==> src/rtl/shreg_pkg.sv <==
package shreg_pkg;

    typedef enum logic [1:0] {
        OP_CLEAR = 2'd0,
        OP_LOAD  = 2'd1,
        OP_SHIFT = 2'd2,
        OP_HOLD  = 2'd3
    } shreg_op_e;

    typedef struct packed {
        logic rst;
        logic shift_nload;
        logic clk_hold;
    } shreg_ctl_t;

    // Priority: reset, then load, then shift unless held.
    function automatic shreg_op_e decode_op(input shreg_ctl_t c);
        if (c.rst)              return OP_CLEAR;
        else if (!c.shift_nload) return OP_LOAD;
        else if (c.clk_hold)    return OP_HOLD;
        else                    return OP_SHIFT;
    endfunction

    function automatic logic next_bit(input shreg_op_e op, input logic cur,
                                      input logic par, input logic prev);
        case (op)
            OP_CLEAR: return 1'b0;
            OP_LOAD:  return par;
            OP_SHIFT: return prev;
            default:  return cur;
        endcase
    endfunction

endpackage

==> src/rtl/shreg_ctrl.sv <==
module shreg_ctrl
    import shreg_pkg::*;
(
    input  logic      rst,
    input  logic      shift_nload,
    input  logic      clk_hold,
    output shreg_op_e op
);
    shreg_ctl_t ctl;

    always_comb begin
        ctl.rst         = rst;
        ctl.shift_nload = shift_nload;
        ctl.clk_hold    = clk_hold;
        op              = decode_op(ctl);
    end
endmodule

==> src/rtl/shreg_cell.sv <==
module shreg_cell
    import shreg_pkg::*;
(
    input  logic      clk,
    input  shreg_op_e op,
    input  logic      par_bit,
    input  logic      prev_bit,
    output logic      q
);
    always_ff @(posedge clk) begin
        q <= next_bit(op, q, par_bit, prev_bit);
    end
endmodule

==> src/rtl/shreg_outdrv.sv <==
module shreg_outdrv (
    input  logic last_stage,
    output logic true_out,
    output logic comp_out
);
    always_comb begin
        true_out = last_stage;
        comp_out = ~last_stage;
    end
endmodule

==> src/rtl/par_shift_reg.sv <==
module par_shift_reg
    import shreg_pkg::*;
#(
    parameter int WIDTH = 8
) (
    input  logic             clk,
    input  logic             rst,
    input  logic             shift_nload,
    input  logic             clk_hold,
    input  logic             ser_in,
    input  logic [WIDTH-1:0] par_in,
    output logic             ser_out,
    output logic             ser_out_n
);
    localparam int LAST = WIDTH - 1;

    shreg_op_e        op;
    logic [WIDTH-1:0] stage_q;
    logic [WIDTH-1:0] feed;

    shreg_ctrl u_ctrl (
        .rst         (rst),
        .shift_nload (shift_nload),
        .clk_hold    (clk_hold),
        .op          (op)
    );

    assign feed = {stage_q[WIDTH-2:0], ser_in};

    for (genvar i = 0; i < WIDTH; i++) begin : g_stage
        shreg_cell u_cell (
            .clk      (clk),
            .op       (op),
            .par_bit  (par_in[i]),
            .prev_bit (feed[i]),
            .q        (stage_q[i])
        );
    end

    shreg_outdrv u_out (
        .last_stage (stage_q[LAST]),
        .true_out   (ser_out),
        .comp_out   (ser_out_n)
    );
endmodule

==> config.mk <==
export PLATFORM = sky130hd
export DESIGN_NAME = par_shift_reg
export DESIGN_NICKNAME = d
export VERILOG_FILES = /design/src/rtl/shreg_pkg.sv /design/src/rtl/shreg_ctrl.sv /design/src/rtl/shreg_cell.sv /design/src/rtl/shreg_outdrv.sv /design/src/rtl/par_shift_reg.sv
export SDC_FILE = /design/constraint.sdc
export NUM_CORES = 1
export LEC_CHECK = 0
export BUFFER_PORTS_ARGS = -buffer_cell sky130_fd_sc_hd__buf_2
export CAP_MARGIN = 25
export CORE_AREA = 2 2 39 41
export DETAILED_ROUTE_END_ITERATION = 8
export DIE_AREA = 0 0 41 43
export HOLD_SLACK_MARGIN = 0.12
export REMOVE_ABC_BUFFERS = 1
export SLEW_MARGIN = 20
export SYNTH_ARGS = -nofsm -noshare
export SYNTH_HDL_FRONTEND = slang
export SYNTH_SLANG_ARGS = --single-unit
==> constraint.sdc <==
create_clock -name clk -period 1.4 [get_ports clk]
set_input_delay 0.14 -clock clk [delete_from_list [all_inputs] [get_ports clk]]
set_output_delay 0.14 -clock clk [all_outputs]
set_load 0.02 [all_outputs]
==> run metrics, run 1 <==
1st-pass router iterations 4; most instantiated cells after synthesis 9 x nor2b_1, 8 x edfxtp_1, 6 x a22oi_1; Unique masters post-synth 9; Sw Share 22.4%; Post-CTS Resized 0; Layout Nets roughly 70; Pint between 0.4 and 0.5 mW; top cell type's share of synthesized area 52.9%; share of cells above drive strength 1 37.3%; Final HPWL DP 546 um; max incr delay on CP between 0.2 and 0.3 ns; endpoints failing setup 0; clk_skew 0.000543 ns; Reg-to-Reg Start g_stage[6].u_cell.q$_DFFE_PP_; CTS tree yes; max-cap violation count 0; Worst setup EP type flip-flop; pwr dens 996 nW/um2; post-synthesis sequential area ratio 52.9%; clk sink count 8; Slew headroom 77.7%; final hold vios 0; Area Growth Syn to Fin 19.8%; IO buf count 14; cts bufs inserted 3; Warnings, synthesis 0; Die Area roughly 1800 um2; Pins Over Slew Limit 0; leakage dissipation 0.232 nW; Worst Setup Start Kind input port; CTS Root Cell clkbuf_4; worst setup path start shift_nload; unrepaired setup endpoints after global routing no; Hold-fix buffers, CTS 0; RePlAce Congestion 0.666; asr flop ratio synth 0%; post-route ant nets 0; row cnt 14; register with the most flip-flops g_stage.u_cell.q; ant diodes 0; number of DRC markers in iteration 0 3; Clock power frac between 30% and 40%; Max clock buf depth 2; # DRC 0; H-tree levels 1; Clock Latency Late Sink between 0.2 and 0.3 ns; Die Span Y 43 um; switching power around 0.12 mW; status completed; DR vias 305; Final Instance Area 544 um2; minimum clock period roughly 1.1 ns; most frequent cell after synthesis nor2b_1; Synth Cell Area 454 um2; fillers 142; GRT overflow 0; most frequent CP cell nor2b_1; Regs by FF count g_stage.u_cell.q (8); top cells by area, synth edfxtp_1 53%, nor2b_1 12%, a22oi_1 9.9%, ha_1 8.3%, a22oi_2 5.5%; Core ar. roughly 1400 um2; Vias/cell 4.55; Die Width 41 um; critical path fanouts, max 8; highest clock rate between 900 and 1000 MHz; Initial Utilization 32.8%; initial antenna violation count 0; number of synthesized flops with an enable pin 8; # Post-CTS Setup Buffers 0; GRT Total Usage 10.6%; first-pass GRT wire length around 1.2 mm; worst hold slack 0.233 ns; worst hold path class input port to flip-flop; I/O pins 15; Syn Area/Cell 12.6 um2; Flop pwr share 53.2%; Crit Path Class input port to flip-flop; min-delay src par_in[7]; arrival time at the worst endpoint 1.07 ns; vias in the first global route 271; Gate power share 14.8%; Final Cycle Share 76.2%; routed len/inst 10.8 um; Synth Flop Type edfxtp_1; sum of negative setup slack 0 ns; cell chain of the critical path buf_2 > nor2b_1 > inv_1 > ha_1 > a22oi_2 > nor2b_1; CP max stage cell ha_1; largest net degree at the start of global routing 9; Synth Instances 36; total wire length 725 um; Worst-path clk slew 0.05 ns; Slew @ Worst Pin about 0.33 ns; post-synth top area cell edfxtp_1; Cell Area, Placed between 500 and 600 um2; Largest register FFs 8; Crit path required time 1.40 ns; register bit total from synthesis 8; Max VDD drop ~0.33 mV
==> per-stage QoR <==
stage / power (mW) / cells / setup WS (ns) / util (%)
global route: 0.577 / 67 / 0.245 / 39.3
global placement: 0.375 / 64 / 0.0782 / 37.7
CTS: 0.554 / 67 / 0.313 / 39.3
finish: 0.542 / 67 / 0.334 / 39.3
floorplan: 0.343 / 34 / 0.268 / -
detailed placement: 0.376 / 64 / 0.0388 / 37.7
==> critical path, delay by kind of cell <==
| kind | cells | cell delay (ns) |
|---|---|---|
| adder cells (fa/ha/maj) | 1 | 0.29 |
| AND/OR/NAND/NOR | 2 | 0.26 |
| AO/OA/AOI/OAI | 1 | 0.22 |
| buffers and inverters | 2 | 0.15 |
==> power by group through the flow <==
stage / Clock (mW) / Combinational (mW) / Sequential (mW)
floorplan: 0 / 0.0479 / 0.295
finish: 0.173 / 0.0804 / 0.288
global placement: 0 / 0.0820 / 0.293
CTS: 0.182 / 0.0826 / 0.289
detailed placement: 0 / 0.0825 / 0.293
global route: 0.195 / 0.0910 / 0.291
==> cells by family after synthesis <==
group | share of synthesized area (%)
DFF | 52.9
adders and majority gates | 8.27
AOI/OAI and AO/OA | 18.2
buffers and inverters | 8.26
and+or+nand+nor | 12.4
==> final cells by class <==
class / count / area, um2 / share of cell area, %
Clock buffer: 3 / 22.5 / 4.14
Inverter: 4 / 15.0 / 2.76
Timing Repair Buffer: 14 / 70.1 / 12.9
Tap cell: 16 / 20.0 / 3.68
Multi-Input combinational cell: 22 / 176 / 32.4
Sequential cell: 8 / 240 / 44.1
==> cell usage in the layout, fill, tap and decap left out <==
cell / instances
a21oi_1: 1
inv_1: 4
a22oi_2: 2
nor2b_1: 9
buf_2: 14
ha_1: 3
a22oi_1: 6
clkbuf_4: 3
edfxtp_1: 8
a21o_1: 1
==> worst paths after layout <==
check	cells after the start	to	slack (ns)
worst max-delay path	6	g_stage[5].u_cell.q$_DFFE_PP_	0.33
worst min-delay path	3	g_stage[7].u_cell.q$_DFFE_PP_	0.23
worst max register to register	2	g_stage[7].u_cell.q$_DFFE_PP_	0.54
worst min register to register	2	g_stage[5].u_cell.q$_DFFE_PP_	0.60
==> metal layers <==
| metal | GRT usage [%] | part of all wire (%) | vias up |
|---|---|---|---|
| met3 | 6.28 | 8.1 | 0 |
| met4 | 8.00 | 0 | 0 |
| met2 | 13.1 | 48 | 14 |
| met5 | 0 | 0 | - |
| li1 | - | - | 162 |
| met1 | 12.9 | 44 | 129 |
Note: power is estimated with default switching activity, not from simulation.
==> run 2, diff against run 1 <==
==> constraint.sdc (replaced) <==
create_clock -name clk -period 1.1 [get_ports clk]
set_input_delay 0.11 -clock clk [delete_from_list [all_inputs] [get_ports clk]]
set_output_delay 0.11 -clock clk [all_outputs]
set_load 0.02 [all_outputs]
==> run 2 against run 1 <==
Clock skew rose by 0.0033 ns. Critical path depth did not move. Combinational power rose by 38%. Largest cell class unchanged. Worst hold slack got worse by 0.030 ns. Routed wire length rose by 9.1%. Cell count rose by 1.5%. Via count rose by 3.3%. Highest routed layer unchanged. Global-route usage rose by 0.34 points. Die area did not move. Non-clock buffer count rose by 1.
==> run metrics, run 2 (synthesis results as in run 1) <==
Largest register FFs 8; commonest non-fill, non-tap cells in the layout 14 x buf_2, 9 x nor2b_1, 8 x edfxtp_1; ant diodes 0; 1st-pass router iterations 4; # Post-CTS Setup Buffers 0; DR vias 315; GRT overflow 0; Die Width 41 um; first-pass GRT wire length 1.18 mm; leakage dissipation about 0.24 nW; Gate power share 15.9%; Reg area approximately 240 um2; max-cap violation count 0; status completed; cell chain of the critical path buf_2 > inv_1 > a21o_1 > ha_1 > a22oi_1 > nor2b_1; wire length on met1 381 um; total wire length 791 um; Hold-fix buffers, CTS 0; worst hold path class input port to flip-flop; routed len/inst approximately 12 um; Clock Latency Late Sink between 0.2 and 0.3 ns; CTS Root Cell clkbuf_4; Vias/cell 4.63; Slew headroom 79.1%; clk sink count 8; cts bufs inserted 3; switching power 0.160 mW; Pins Over Slew Limit 0; register with the most flip-flops g_stage.u_cell.q; CP max stage cell ha_1; Worst-path clk slew 0.06 ns; Met3 Wirelength 52 um; Routed met2 length 357 um; post-route ant nets 0; # DRC 0; row cnt 14; Flop pwr share 52.3%; RePlAce Congestion between 0.6 and 0.7; Final Cycle Share 91.0%; clk_skew slightly below 0.004 ns; worst hold slack 0.203 ns; largest net degree at the start of global routing 9; Max clock buf depth 2; IO buf count 14; Pint 0.542 mW; share of cells above drive strength 1 between 40% and 50%; I/O pins 15; Clock power frac a little under a third; Post-CTS Resized 0; max incr delay on CP 0.31 ns; number of DRC markers in iteration 0 8; DR top layer met3; fillers 137; most common cell after layout, fill and taps aside buf_2; Area Growth Syn to Fin 24.8%; highest clock rate between 900 and 1000 MHz; Die Area 1760 um2; Core ar. 1380 um2; Initial Utilization about a third; critical path fanouts, max 8; CTS tree yes; Sw Share 22.8%; initial antenna violation count 0; R2R setup slack 0.22 ns; Max VDD drop 0.476 mV; minimum clock period 1.00 ns; final hold vios 0; vias in the first global route ~280; sum of negative setup slack 0 ns; area of the multi-input gates 179 um2; GRT Total Usage between 10% and 20%; Regs by FF count g_stage.u_cell.q (8); Worst setup EP type flip-flop; pwr dens 1240 nW/um2; arrival time at the worst endpoint 1.00 ns; Slew @ Worst Pin 0.314 ns; Worst Setup Start Kind input port; Crit path required time 1.10 ns; unrepaired setup endpoints after global routing no; H-tree levels 1; Die Span Y between 40 and 50 um; endpoints failing setup 0; Final HPWL DP 591 um; Layout Nets 70; Crit Path Class input port to flip-flop
run 2: stage by stage:
| stage | cell area [um2] | total power, mW | instances | util [%] | setup slack, ns |
|---|---|---|---|---|---|
| floorplan | 432 | 0.436 | 34 | - | -0.00155 |
| global placement | 542 | 0.483 | 65 | 39.2 | -0.196 |
| detailed placement | 542 | 0.486 | 65 | 39.2 | -0.257 |
| CTS | 564 | 0.713 | 68 | 40.8 | 0.00752 |
| global route | 567 | 0.747 | 68 | 41.0 | 0.0183 |
| finish | 567 | 0.701 | 68 | 41.0 | 0.0989 |
run 2: area by class of cell:
| class | count | area share [%] |
|---|---|---|
| Clock buffer | 3 | 3.97 |
| Tap cell | 16 | 3.53 |
| Inverter | 4 | 2.65 |
| Multi-Input combinational cell | 22 | 31.6 |
| Timing Repair Buffer | 15 | 15.9 |
| Sequential cell | 8 | 42.4 |
run 2: worst max-delay path, delay by kind of cell:
kind,cells,cell delay (ns)
fa+ha+maj,1,0.31
compound gates,2,0.40
buf+inv,2,0.11
simple gates,1,0.07
run 2: layer usage:
layer / GRT usage (%) / vias to the layer above
met5: 0 / -
met4: 8.00 / 0
met3: 6.28 / 0
met2: 13.1 / 11
met1: 14.0 / 141
li1: - / 163
run 2: power groups by stage:
stage	combinational [mW]	clock (mW)	sequential, mW
floorplan	0.0610	0	0.375
global placement	0.110	0	0.373
detailed placement	0.112	0	0.374
CTS	0.113	0.233	0.367
global route	0.123	0.254	0.370
finish	0.111	0.223	0.367
run 2: path summary, 6_finish.rpt:
kind                                 startpoint                            end  cells after the start
setup / recovery                       clk_hold  g_stage[6].u_cell.q$_DFFE_PP_                      6
setup reg to reg  g_stage[5].u_cell.q$_DFFE_PP_  g_stage[6].u_cell.q$_DFFE_PP_                      2
hold / removal                        par_in[4]  g_stage[4].u_cell.q$_DFFE_PP_                      3
hold reg to reg   g_stage[0].u_cell.q$_DFFE_PP_  g_stage[1].u_cell.q$_DFFE_PP_                      2
